File: config.mk
export PLATFORM = sky130hd
export DESIGN_NAME = wb2way_cache
export DESIGN_NICKNAME = d
export VERILOG_FILES = /design/src/rtl/cache_pkg.sv /design/src/rtl/cache_store.sv /design/src/rtl/cache_lookup.sv /design/src/rtl/cache_ctrl.sv /design/src/rtl/wb2way_cache.sv
export SDC_FILE = /design/constraint.sdc
export NUM_CORES = 1
export LEC_CHECK = 0
export BUFFER_PORTS_ARGS = -buffer_cell sky130_fd_sc_hd__buf_2
export CAP_MARGIN = 20
export CORE_AREA = 2 2 147 149
export DETAILED_ROUTE_END_ITERATION = 8
export DIE_AREA = 0 0 149 151
export SYNTH_ARGS = -nofsm -noshare
export SYNTH_HDL_FRONTEND = slang
export SYNTH_SLANG_ARGS = --single-unit
File: constraint.sdc
create_clock -name clk_i -period 7.1 [get_ports clk_i]
set_clock_uncertainty 0.05 [all_clocks]
set_input_delay 2.13 -clock clk_i [delete_from_list [all_inputs] [get_ports clk_i]]
set_output_delay 2.13 -clock clk_i [all_outputs]
set_load 0.1 [all_outputs]
File: src/rtl/cache_pkg.sv
package cache_pkg;
  typedef enum logic [1:0] {
    ST_IDLE = 2'd0,
    ST_WB   = 2'd1,
    ST_FILL = 2'd2,
    ST_DONE = 2'd3
  } cache_state_e;
endpackage

File: src/rtl/cache_store.sv
module cache_store #(
  parameter int IDX_W = 1,
  parameter int TAG_W = 2,
  parameter int BLK_W = 16
) (
  input  logic                  clk_i,
  input  logic                  rst_ni,
  input  logic [IDX_W-1:0]      idx_i,
  input  logic                  wr_en_i,
  input  logic                  wr_way_i,
  input  logic                  wr_dirty_i,
  input  logic [TAG_W-1:0]      wr_tag_i,
  input  logic [BLK_W-1:0]      wr_data_i,
  input  logic                  mru_en_i,
  input  logic                  mru_way_i,
  output logic [1:0]            valid_o,
  output logic [1:0]            dirty_o,
  output logic [1:0][TAG_W-1:0] tag_o,
  output logic [1:0][BLK_W-1:0] data_o,
  output logic                  mru_o
);
  localparam int SETS = 1 << IDX_W;

  logic [1:0]            v_all [SETS];
  logic [1:0]            d_all [SETS];
  logic                  m_all [SETS];
  logic [1:0][TAG_W-1:0] t_all [SETS];
  logic [1:0][BLK_W-1:0] b_all [SETS];

  for (genvar s = 0; s < SETS; s++) begin : g_set
    logic                  v_q, v1_q, d_q, d1_q, m_q;
    logic [1:0][TAG_W-1:0] t_q;
    logic [1:0][BLK_W-1:0] b_q;
    logic                  sel;

    assign sel = (idx_i == IDX_W'(s));

    always_ff @(posedge clk_i or negedge rst_ni) begin
      if (!rst_ni) begin
        v_q  <= 1'b0;
        v1_q <= 1'b0;
        d_q  <= 1'b0;
        d1_q <= 1'b0;
        m_q  <= 1'b0;
      end else begin
        if (wr_en_i && sel && !wr_way_i) begin
          v_q <= 1'b1;
          d_q <= wr_dirty_i;
        end
        if (wr_en_i && sel && wr_way_i) begin
          v1_q <= 1'b1;
          d1_q <= wr_dirty_i;
        end
        if (mru_en_i && sel) m_q <= mru_way_i;
      end
    end

    // tag and data need no reset: valid gates them
    always_ff @(posedge clk_i) begin
      if (wr_en_i && sel) begin
        t_q[wr_way_i] <= wr_tag_i;
        b_q[wr_way_i] <= wr_data_i;
      end
    end

    assign v_all[s] = {v1_q, v_q};
    assign d_all[s] = {d1_q, d_q};
    assign m_all[s] = m_q;
    assign t_all[s] = t_q;
    assign b_all[s] = b_q;
  end

  assign valid_o = v_all[idx_i];
  assign dirty_o = d_all[idx_i];
  assign mru_o   = m_all[idx_i];
  assign tag_o   = t_all[idx_i];
  assign data_o  = b_all[idx_i];
endmodule

File: src/rtl/cache_lookup.sv
module cache_lookup #(
  parameter int TAG_W = 2
) (
  input  logic [1:0]            valid_i,
  input  logic [1:0][TAG_W-1:0] tag_i,
  input  logic [TAG_W-1:0]      req_tag_i,
  input  logic                  mru_i,
  output logic                  hit_o,
  output logic                  hit_way_o,
  output logic                  victim_way_o
);
  logic [1:0] match;

  for (genvar w = 0; w < 2; w++) begin : g_cmp
    assign match[w] = valid_i[w] && (tag_i[w] == req_tag_i);
  end

  assign hit_o     = |match;
  assign hit_way_o = match[1];

  // empty way first (way 0 before way 1), else the non-MRU way
  always_comb begin
    if (!valid_i[0])      victim_way_o = 1'b0;
    else if (!valid_i[1]) victim_way_o = 1'b1;
    else                  victim_way_o = ~mru_i;
  end
endmodule

File: src/rtl/cache_ctrl.sv
module cache_ctrl
  import cache_pkg::*;
#(
  parameter int ADDR_W = 4,
  parameter int OFF_W  = 1,
  parameter int IDX_W  = 1,
  parameter int DATA_W = 8,
  parameter int CNT_W  = 16,
  localparam int TAG_W   = ADDR_W - OFF_W - IDX_W,
  localparam int BLK_B   = 1 << OFF_W,
  localparam int BLK_W   = DATA_W * BLK_B,
  localparam int BADDR_W = ADDR_W - OFF_W
) (
  input  logic                  clk_i,
  input  logic                  rst_ni,
  input  logic                  req_i,
  input  logic                  we_i,
  input  logic [ADDR_W-1:0]     addr_i,
  input  logic [DATA_W-1:0]     wdata_i,
  output logic                  ready_o,
  output logic [DATA_W-1:0]     rdata_o,
  output logic [CNT_W-1:0]      hit_cnt_o,
  output logic [CNT_W-1:0]      miss_cnt_o,
  output logic                  mem_req_o,
  output logic                  mem_we_o,
  output logic [BADDR_W-1:0]    mem_addr_o,
  output logic [BLK_W-1:0]      mem_wdata_o,
  input  logic                  mem_ack_i,
  input  logic [BLK_W-1:0]      mem_rdata_i,
  output logic [IDX_W-1:0]      idx_o,
  output logic [TAG_W-1:0]      req_tag_o,
  input  logic                  hit_i,
  input  logic                  hit_way_i,
  input  logic                  victim_way_i,
  input  logic [1:0]            line_valid_i,
  input  logic [1:0]            line_dirty_i,
  input  logic [1:0][TAG_W-1:0] line_tag_i,
  input  logic [1:0][BLK_W-1:0] line_data_i,
  output logic                  wr_en_o,
  output logic                  wr_way_o,
  output logic                  wr_dirty_o,
  output logic [TAG_W-1:0]      wr_tag_o,
  output logic [BLK_W-1:0]      wr_data_o,
  output logic                  mru_en_o,
  output logic                  mru_way_o
);
  cache_state_e      state_q, state_d;
  logic [ADDR_W-1:0] addr_q, cur_addr;
  logic              we_q, way_q;
  logic [DATA_W-1:0] wdata_q, rdata_q;
  logic [CNT_W-1:0]  hit_cnt_q, miss_cnt_q;
  logic [OFF_W-1:0]  off;
  logic              accept;

  function automatic logic [BLK_W-1:0] put_byte(input logic [BLK_W-1:0] blk,
                                                input logic [OFF_W-1:0] o,
                                                input logic [DATA_W-1:0] b);
    logic [BLK_W-1:0] r;
    r = blk;
    for (int i = 0; i < BLK_B; i++) begin
      if (o == OFF_W'(i)) r[i*DATA_W +: DATA_W] = b;
    end
    return r;
  endfunction

  function automatic logic [DATA_W-1:0] get_byte(input logic [BLK_W-1:0] blk,
                                                 input logic [OFF_W-1:0] o);
    logic [DATA_W-1:0] r;
    r = '0;
    for (int i = 0; i < BLK_B; i++) begin
      if (o == OFF_W'(i)) r = blk[i*DATA_W +: DATA_W];
    end
    return r;
  endfunction

  // index/tag come from the port while idle, from the latch during a miss
  assign cur_addr  = (state_q == ST_IDLE) ? addr_i : addr_q;
  assign off       = cur_addr[OFF_W-1:0];
  assign idx_o     = cur_addr[OFF_W +: IDX_W];
  assign req_tag_o = cur_addr[ADDR_W-1 -: TAG_W];
  assign accept    = (state_q == ST_IDLE) && req_i;

  always_comb begin
    state_d     = state_q;
    wr_en_o     = 1'b0;
    wr_way_o    = way_q;
    wr_dirty_o  = 1'b0;
    wr_tag_o    = req_tag_o;
    wr_data_o   = mem_rdata_i;
    mru_en_o    = 1'b0;
    mru_way_o   = way_q;
    mem_req_o   = 1'b0;
    mem_we_o    = 1'b0;
    mem_addr_o  = addr_q[ADDR_W-1:OFF_W];
    mem_wdata_o = line_data_i[way_q];
    unique case (state_q)
      ST_IDLE: begin
        if (req_i) begin
          if (hit_i) begin
            mru_en_o  = 1'b1;
            mru_way_o = hit_way_i;
            if (we_i) begin
              wr_en_o    = 1'b1;
              wr_way_o   = hit_way_i;
              wr_dirty_o = 1'b1;
              wr_data_o  = put_byte(line_data_i[hit_way_i], off, wdata_i);
            end
            state_d = ST_DONE;
          end else if (line_valid_i[victim_way_i] && line_dirty_i[victim_way_i]) begin
            state_d = ST_WB;
          end else begin
            state_d = ST_FILL;
          end
        end
      end
      ST_WB: begin
        mem_req_o  = 1'b1;
        mem_we_o   = 1'b1;
        mem_addr_o = {line_tag_i[way_q], idx_o};
        if (mem_ack_i) state_d = ST_FILL;
      end
      ST_FILL: begin
        mem_req_o = 1'b1;
        if (mem_ack_i) begin
          wr_en_o    = 1'b1;
          wr_dirty_o = we_q;
          wr_data_o  = we_q ? put_byte(mem_rdata_i, off, wdata_q) : mem_rdata_i;
          mru_en_o   = 1'b1;
          state_d    = ST_DONE;
        end
      end
      default: state_d = ST_IDLE;
    endcase
  end

  always_ff @(posedge clk_i or negedge rst_ni) begin
    if (!rst_ni) begin
      state_q    <= ST_IDLE;
      addr_q     <= '0;
      we_q       <= 1'b0;
      wdata_q    <= '0;
      way_q      <= 1'b0;
      rdata_q    <= '0;
      hit_cnt_q  <= '0;
      miss_cnt_q <= '0;
    end else begin
      state_q <= state_d;
      if (accept) begin
        addr_q  <= addr_i;
        we_q    <= we_i;
        wdata_q <= wdata_i;
        way_q   <= hit_i ? hit_way_i : victim_way_i;
        if (hit_i) begin
          hit_cnt_q <= hit_cnt_q + 1'b1;
          rdata_q   <= we_i ? wdata_i : get_byte(line_data_i[hit_way_i], off);
        end else begin
          miss_cnt_q <= miss_cnt_q + 1'b1;
        end
      end
      if (state_q == ST_FILL && mem_ack_i) begin
        rdata_q <= we_q ? wdata_q : get_byte(mem_rdata_i, off);
      end
    end
  end

  assign ready_o    = (state_q == ST_DONE);
  assign rdata_o    = rdata_q;
  assign hit_cnt_o  = hit_cnt_q;
  assign miss_cnt_o = miss_cnt_q;
endmodule

File: src/rtl/wb2way_cache.sv
module wb2way_cache #(
  parameter int ADDR_W = 4,
  parameter int OFF_W  = 1,
  parameter int IDX_W  = 1,
  parameter int DATA_W = 8,
  parameter int CNT_W  = 16,
  localparam int TAG_W   = ADDR_W - OFF_W - IDX_W,
  localparam int BLK_W   = DATA_W * (1 << OFF_W),
  localparam int BADDR_W = ADDR_W - OFF_W
) (
  input  logic               clk_i,
  input  logic               rst_ni,
  input  logic               req_i,
  input  logic               we_i,
  input  logic [ADDR_W-1:0]  addr_i,
  input  logic [DATA_W-1:0]  wdata_i,
  output logic               ready_o,
  output logic [DATA_W-1:0]  rdata_o,
  output logic [CNT_W-1:0]   hit_cnt_o,
  output logic [CNT_W-1:0]   miss_cnt_o,
  output logic               mem_req_o,
  output logic               mem_we_o,
  output logic [BADDR_W-1:0] mem_addr_o,
  output logic [BLK_W-1:0]   mem_wdata_o,
  input  logic               mem_ack_i,
  input  logic [BLK_W-1:0]   mem_rdata_i
);
  logic [IDX_W-1:0]      idx;
  logic [TAG_W-1:0]      req_tag;
  logic                  hit, hit_way, victim_way, mru;
  logic [1:0]            line_valid, line_dirty;
  logic [1:0][TAG_W-1:0] line_tag;
  logic [1:0][BLK_W-1:0] line_data;
  logic                  wr_en, wr_way, wr_dirty, mru_en, mru_way;
  logic [TAG_W-1:0]      wr_tag;
  logic [BLK_W-1:0]      wr_data;

  cache_store #(.IDX_W(IDX_W), .TAG_W(TAG_W), .BLK_W(BLK_W)) u_store (
    .clk_i      (clk_i),
    .rst_ni     (rst_ni),
    .idx_i      (idx),
    .wr_en_i    (wr_en),
    .wr_way_i   (wr_way),
    .wr_dirty_i (wr_dirty),
    .wr_tag_i   (wr_tag),
    .wr_data_i  (wr_data),
    .mru_en_i   (mru_en),
    .mru_way_i  (mru_way),
    .valid_o    (line_valid),
    .dirty_o    (line_dirty),
    .tag_o      (line_tag),
    .data_o     (line_data),
    .mru_o      (mru)
  );

  cache_lookup #(.TAG_W(TAG_W)) u_lookup (
    .valid_i      (line_valid),
    .tag_i        (line_tag),
    .req_tag_i    (req_tag),
    .mru_i        (mru),
    .hit_o        (hit),
    .hit_way_o    (hit_way),
    .victim_way_o (victim_way)
  );

  cache_ctrl #(
    .ADDR_W(ADDR_W), .OFF_W(OFF_W), .IDX_W(IDX_W), .DATA_W(DATA_W), .CNT_W(CNT_W)
  ) u_ctrl (
    .clk_i        (clk_i),
    .rst_ni       (rst_ni),
    .req_i        (req_i),
    .we_i         (we_i),
    .addr_i       (addr_i),
    .wdata_i      (wdata_i),
    .ready_o      (ready_o),
    .rdata_o      (rdata_o),
    .hit_cnt_o    (hit_cnt_o),
    .miss_cnt_o   (miss_cnt_o),
    .mem_req_o    (mem_req_o),
    .mem_we_o     (mem_we_o),
    .mem_addr_o   (mem_addr_o),
    .mem_wdata_o  (mem_wdata_o),
    .mem_ack_i    (mem_ack_i),
    .mem_rdata_i  (mem_rdata_i),
    .idx_o        (idx),
    .req_tag_o    (req_tag),
    .hit_i        (hit),
    .hit_way_i    (hit_way),
    .victim_way_i (victim_way),
    .line_valid_i (line_valid),
    .line_dirty_i (line_dirty),
    .line_tag_i   (line_tag),
    .line_data_i  (line_data),
    .wr_en_o      (wr_en),
    .wr_way_o     (wr_way),
    .wr_dirty_o   (wr_dirty),
    .wr_tag_o     (wr_tag),
    .wr_data_o    (wr_data),
    .mru_en_o     (mru_en),
    .mru_way_o    (mru_way)
  );
endmodule

==> results of run 1 <==
per-stage QoR:
stage | utilization | hold WS (ps) | area, um2 | setup slack [ps]
after floorplan | - | 395.0 | 7213 | 451.4
after global placement | 0.3834 | 403.6 | 7983 | 955.2
after detailed placement | 0.3834 | 421.3 | 7983 | 919.9
after CTS | 0.4143 | 428.6 | 8627 | 916.4
after global routing | 0.4152 | 441.8 | 8645 | 824.0
final | 0.4152 | 422.6 | 8645 | 960.3
Yosys cell counts, types with 3 or more instances:
master	instances	area share
a21oi_1	13	0.0090
a221o_1	15	0.021
a31oi_1	11	0.0095
and2_1	18	0.016
and3_1	10	0.0087
buf_1	4	0.0021
buf_2	4	0.0028
buf_6	3	0.0047
clkbuf_1	13	0.0068
dfrtp_1	66	0.23
edfxtp_1	72	0.30
ha_1	7	0.012
inv_1	11	0.0057
mux2_2	23	0.036
mux2i_1	15	0.021
mux4_2	29	0.091
nand2_1	68	0.035
nand2b_1	11	0.0095
nand3_1	13	0.0090
nand4_1	7	0.0061
nor2_1	35	0.018
nor3_1	11	0.0076
nor3_2	3	0.0042
nor3b_1	3	0.0031
o211ai_2	3	0.0052
o21a_1	3	0.0031
o21ai_0	9	0.0062
o21ai_1	3	0.0021
o221ai_1	7	0.0085
xnor2_1	22	0.027
xor2_1	12	0.015
registers in the layout, indices dropped and copies added, names as in the netlist:
name	flops
u_ctrl.we_q	1
u_store.g_set.m_q	2
u_store.b_all	64
u_ctrl.way_q	1
u_store.g_set.v_q	2
u_ctrl.addr_q	4
u_ctrl.miss_cnt_o	16
u_ctrl.rdata_o	8
u_ctrl.hit_cnt_o	16
u_store.g_set.d_q	2
u_store.g_set.t_q	8
u_ctrl.wdata_q	8
u_store.g_set.d1_q	2
u_ctrl.state_q	2
u_store.g_set.v1_q	2
layout make-up:
class	count	area, um2
inverter	12	45.04
antenna	4	10.01
clock buffer	17	425.4
clock inverter	14	219.0
tap	275	344.1
timing repair buffer	105	553.0
sequential	138	3814
multi-input combinational	392	3234
fill	1971	12180
kinds of logic (layout without fill, tap and decap cells):
logic type / Yosys count / after routing
other cells: 0 / 4
compound gates: 82 / 82
buf+inv: 38 / 148
xor+xnor: 36 / 36
mux: 74 / 74
flops: 138 / 138
fa+ha+maj: 7 / 7
simple gates: 193 / 193
layout by cell type (no fill, tap or decap), types with 11 or more instances in the layout:
cell       instances
edfxtp_1          72
nand2b_1          11
buf_4             11
nand2_1           68
clkbuf_16         17
xor2_1            12
a31oi_1           11
mux4_2            29
inv_1             11
and2_1            18
mux2_2            23
a21oi_1           13
nor2_1            35
dfrtp_1           66
mux2i_1           14
a221o_1           15
xnor2_1           22
nor3_1            11
buf_2             94
nand3_1           13
per-layer routing:
metal	track usage	up-vias
met5	0	-
met4	0.07190	0
met3	0.03614	30
met2	0.2760	155
met1	0.2043	2567
li1	-	2343
worst min path at each step:
stage,from,end,slack [ps],cells past startpoint
2_1_floorplan,u_ctrl.addr_q[0],u_ctrl.addr_q[0],390,2
3_3_place_gp,u_ctrl.miss_cnt_o[15],u_ctrl.miss_cnt_o[15],400,1
3_5_place_dp,u_ctrl.miss_cnt_o[15],u_ctrl.miss_cnt_o[15],420,1
4_1_cts,u_ctrl.miss_cnt_o[15],u_ctrl.miss_cnt_o[15],430,1
5_1_grt,u_ctrl.hit_cnt_o[15],u_ctrl.hit_cnt_o[15],440,1
6_report,u_ctrl.miss_cnt_o[15],u_ctrl.miss_cnt_o[15],420,1
==> qor.csv, run 1 <==
stage;metric;value;unit
run_status;status;completed;
route;wl_per_cell;19.01;um
timing;period_minus_slack;6140;ps
clock_tree;cts_tree;done;
placed_design;place_inst;921;
clock_tree;cts_max_path_buffers;2;
synth;synthArstFlopShare;0.4783;
route;dr_total_vias;5095;
clock_tree;htreeDepth;4;
timing;setup_viol;0;
synth;synth_area;7213;um2
synth;synth_compound_area_frac;0.08621;
critical_path;crit_cells;5;
grt;grt_pass1_vias;5129;
timing;period_share;0.8647;
synth;ys_types;63;
critical_path;r2r-start;u_ctrl.state_q[1];
placed_design;gp_congestion;0.8735;
critical_path;path_buf_inv;3;
route;dr.max_layer_used;met4;
route;met1Wirelength;7.533;mm
placed_design;dp_hpwl;12.54;mm
timing;rsz0062_at_grt;false;
synth;synthMuxAreaShare;0.1667;
grt;grt_pass1_wl;28.13;mm
critical_path;path_cells;buf_2, mux2_4, buf_4, mux4_2, buf_2;
route;wl_met3;921;um
final_layout;syn2layout_area_growth;19.84;%
critical_path;cp.arrival;3960;ps
clock_tree;post_cts_buffers;0;
synth;ys_ff_latch;138;
critical_path;r2r.worst_path.cells;9;
die;die_area;22500;um2
job;drv_cap;0;
timing;slew_headroom;0.3766;
critical_path;r2r_setup_slack;2650;ps
critical_path;r2r_end;u_store.b_all[14];
clock_tree;clk_latency;410;ps
route;drc_errors;0;
route;routed_wl;18.20;mm
clock_tree;cts_buffers;17;
clock_tree;cts_resized;0;
min_path;hp-class;reg2reg;
synth;synth-edff-count;72;
route;final_antenna_net_count;0;
timing;worst_pin_slew;934.1;ps
synth;ys_seq_area_frac;0.5287;
critical_path;crit_end;mem_wdata_o[2];
critical_path;cp_max_fo;28;
clock_tree;cts-hold-fix-buffers;0;
clock_tree;clkSinkCount;138;
timing;setup_tns;0;ps
synth;syn_inst;568;
critical_path;cpMostUsedCell;buf_2;
final_layout;nets;706;
critical_path;critical_path.startpoint_type;primary input;
die;io_pins;95;
critical_path;path_delay_family;multiplexers;
timing;maxSlewViolCount;0;
timing;hold_viol_final;0;
critical_path;crit_type;in2out;
synth;synthFlopType;edfxtp_1;
synth;yosysWarnings;0;
route;dr.pass1.iters;5;
clock_tree;clkSlewWorstSetupHoldPaths;60;ps
route;post_drt_via_cell_ratio;5.324;
synth;synth-simple-area-share;0.1343;
timing;fmax;162.9;MHz
die;initial_utilization;0.3464;
die;row_count;53;
synth;avgSynthCellArea;12.70;um2
die;chipHeight;151;um
critical_path;cpPeakStageDelay;540;ps
critical_path;cp_slowest_cell;mux4_2;
route;drt-initial-drc-count;449;
clock_tree;root_buffer;clkbuf_16;
grt;grt_overflow_total;0;
grt;grt_max_degree;67;
grt;grt_use_total;0.1642;
die;core_area;20820;um2
final_layout;drive_above_1_share;0.3127;
final_layout;stdcell_count;957;
synth;yosys.area_share.adder;0.01214;
die;fp.dieW;149;um
route;route.met2.wl;9.324;mm
critical_path;critPathLaunch;addr_i[1];
synth;synth-xor-area-share;0.04735;
placed_design;portBuffers;94;
synth;synth_top_family_by_area;multiplexers;
critical_path;cp-end-kind;output port;
synth;synth_nets;608;
critical_path;required;4920;ps
grt;antenna_found_initial;4;
Power of run 1 is left out: the tool's default activity adds up to more than one toggle a clock period on the data nets, which glitch-free logic cannot reach.
==> run 2, diff against run 1 <==
--- a/config.mk
+++ b/config.mk
@@ -12,4 +12,5 @@
 export DIE_AREA = 0 0 149 151
 export SYNTH_ARGS = -nofsm -noshare
 export SYNTH_HDL_FRONTEND = slang
+export SYNTH_HIERARCHICAL = 1
 export SYNTH_SLANG_ARGS = --single-unit
==> qor.csv, run 2 <==
stage;metric;value;unit;change
run_status;status;completed;;
critical_path;cp.arrival;3920;ps;-40 ps
clock_tree;clkSlewWorstSetupHoldPaths;50;ps;about the same
grt;grt_pass1_wl;29.02;mm;+3.2%
clock_tree;cts_buffers;17;;unchanged
min_path;holdPathStages;1;;unchanged
min_path;hp-class;reg2reg;;
synth;synth_top_area_share;0.3006;;+0.0008865
synth;synth_area_leaders;edfxtp_1, dfrtp_1, mux2_2, xnor2_1, nor2_1;;
critical_path;required;4920;ps;about the same
route;final_antenna_net_count;0;;unchanged
placed_design;portBuffers;94;;unchanged
critical_path;path_buf_inv;3;;unchanged
placed_design;place_inst;931;;+1.1%
placed_design;place_ws;994.1;ps;+74.17 ps
final_layout;final_cell_mix;buf_2, mux2_2, edfxtp_1;;
synth;synth-edff-count;72;;unchanged
critical_path;critical_path.startpoint_type;primary input;;
synth;ys_ff_latch;138;;unchanged
route;dr.pass1.iters;5;;unchanged
final_layout;fillers;1975;;+0.20%
grt;grt_max_degree;67;;unchanged
critical_path;cp_max_fo;32;;+14%
timing;slew_headroom;0.2656;;-0.1110
placed_design;dp_hpwl;12.46;mm;-0.67%
timing;rsz0062_at_grt;false;;
synth;synthFlopType;edfxtp_1;;
final_layout;nets;715;;+1.3%
synth;synth_nets;624;;+2.6%
clock_tree;cts-hold-fix-buffers;0;;unchanged
critical_path;crit_type;in2out;;
route;post_drt_via_cell_ratio;5.240;;-1.6%
route;drt-initial-drc-count;242;;-46%
synth;synth_compound_area_frac;0.08646;;+0.0002550
final_layout;layout_commonest_cell;buf_2;;
synth;synth-simple-area-share;0.1223;;-0.01196
synth;syn_inst;584;;+2.8%
placed_design;gp_congestion;0.8587;;-1.7%
job;drv_cap;0;;unchanged
timing;fmax;164.0;MHz;+0.69%
die;chipHeight;151;um;unchanged
grt;grt_use_total;0.1720;;+0.007827
clock_tree;post_cts_buffers;0;;unchanged
final_layout;syn2layout_area_growth;18.44;%;
final_layout;drive_above_1_share;0.3547;;+0.04197
critical_path;cpPeakStageDelay;430;ps;-110 ps
die;initial_utilization;0.3454;;-0.001021
final_layout;diodes;0;;-4
timing;setup_ws;1003;ps;+42.23 ps
grt;antenna_found_initial;0;;-4
synth;yosysWarnings;6;;+6
clock_tree;cts_resized;0;;unchanged
critical_path;cpMostUsedCell;mux2_2;;
timing;maxSlewViolCount;0;;unchanged
timing;setup_viol;0;;unchanged
die;core_area;20820;um2;unchanged
synth;synth_area;7192;um2;-0.29%
timing;hold_viol_final;0;;unchanged
clock_tree;clkSinkCount;138;;unchanged
synth;synth_top_family_by_area;multiplexers;;
synth;synth-xor-area-share;0.04141;;-0.005949
synth;avgSynthCellArea;12.31;um2;-3.0%
final_layout;stdcell_count;963;;+0.63%
final_layout;largest_reg_flops;64;;unchanged
synth;yosysTopAreaCell;edfxtp_1;;
critical_path;path_delay_family;multiplexers;;
synth;ys_seq_area_frac;0.5303;;+0.001564
timing;period_share;0.8588;;-0.005948
critical_path;path_cells;buf_2, mux2_2, buf_12, mux2_2, mux2_2, buf_2;;
die;io_pins;95;;unchanged
synth;synthArstFlopShare;0.4783;;unchanged
critical_path;cp_slowest_cell;mux2_2;;
grt;grt_pass1_vias;5194;;+1.3%
clock_tree;root_buffer;clkbuf_16;;
clock_tree;htreeDepth;4;;unchanged
die;row_count;53;;unchanged
route;dr_total_vias;5046;;-0.96%
route;routed_wl;18.95;mm;+4.1%
critical_path;crit_cells;6;;+1
critical_path;r2r.worst_path.cells;12;;+3
grt;grt_overflow_total;0;;unchanged
synth;synthMuxAreaShare;0.1754;;+0.008670
clock_tree;cts_tree;done;;
timing;worst_pin_slew;1079;ps;+144.4 ps
timing;setup_tns;0;ps;unchanged
synth;yosys-top-cells-count;mux2_2, edfxtp_1, dfrtp_1;;
route;drc_errors;0;;unchanged
synth;synth_most_common_cell;mux2_2;;
die;fp.dieW;149;um;unchanged
synth;ys_types;51;;-19%
synth;yosys.area_share.adder;0.01218;;+0.00003591
timing;period_minus_slack;6097;ps;-42.23 ps
clock_tree;clk_latency;420;ps;about the same
timing;hold_ws;413.4;ps;-9.207 ps
clock_tree;cts_max_path_buffers;2;;unchanged
route;wl_per_cell;19.68;um;+3.5%
die;die_area;22500;um2;unchanged
critical_path;cp-end-kind;output port;;
==> run 2: cell families (layout without fill, tap and decap cells) <==
logic type	count (synthesis)	count (layout)
simple gates	168	168
flops	138	138
mux	106	106
compound gates	91	91
buf+inv	40	144
xor+xnor	34	34
fa+ha+maj	7	7
==> run 2: worst paths after layout <==
path | slack (ps) | from | end
setup / recovery | 1000 | addr_i[1] | mem_wdata_o[4]
hold / removal | 410 | u_store/g_set[0].v_q | u_store/g_set[0].v_q
setup reg to reg | 2670 | u_ctrl/state_q[1] | u_store/g_set[1].d1_q
hold reg to reg | 410 | u_store/g_set[0].v_q | u_store/g_set[0].v_q
max in group asynchronous | 4520 | rst_ni | u_store/g_set[0].v_q
min in group asynchronous | 1890 | rst_ni | u_ctrl/miss_cnt_o[12]
==> run 2: layout make-up <==
cell class / count / area (um2) / share of cell area
repair buffers: 106 / 573.1 / 0.06727
inverters: 6 / 22.52 / 0.002644
clock inverters: 10 / 98.84 / 0.01160
flip-flops and latches: 138 / 3814 / 0.4477
well taps: 275 / 344.1 / 0.04039
clock buffers: 22 / 518.0 / 0.06081
multi-input cells: 406 / 3148 / 0.3696
==> run 2: routing by layer <==
metal,part of all wire,wire length [um],GRT usage,up-vias
li1,-,-,-,2345
met2,0.50,9411,0.2942,171
met3,0.056,1056,0.04277,37
met1,0.42,7941,0.2074,2493
met4,0.028,540,0.07238,0
met5,0,0,0,-
==> run 2: per-stage QoR <==
| step | cell area, um2 | utilization |
|---|---|---|
| 2_1_floorplan | 7192 | - |
| 4_1_cts | 8518 | 0.4091 |
| 3_5_place_dp | 7901 | 0.3795 |
| 3_3_place_gp | 7901 | 0.3795 |
| 6_report | 8518 | 0.4091 |
| 5_1_grt | 8518 | 0.4091 |
==> run 2: worst register-to-register path, delay by kind of cell, from the launching register on <==
family	cells	cell delay [ps]
and+or+nand+nor	4	1470
AOI/OAI and AO/OA	1	210
DFF	1	420
muxes	4	1640
buffers and inverters	1	120
xor gates and xnor gates	1	180
adders and majority gates	1	220
Power of run 2 is left out for the same reason.
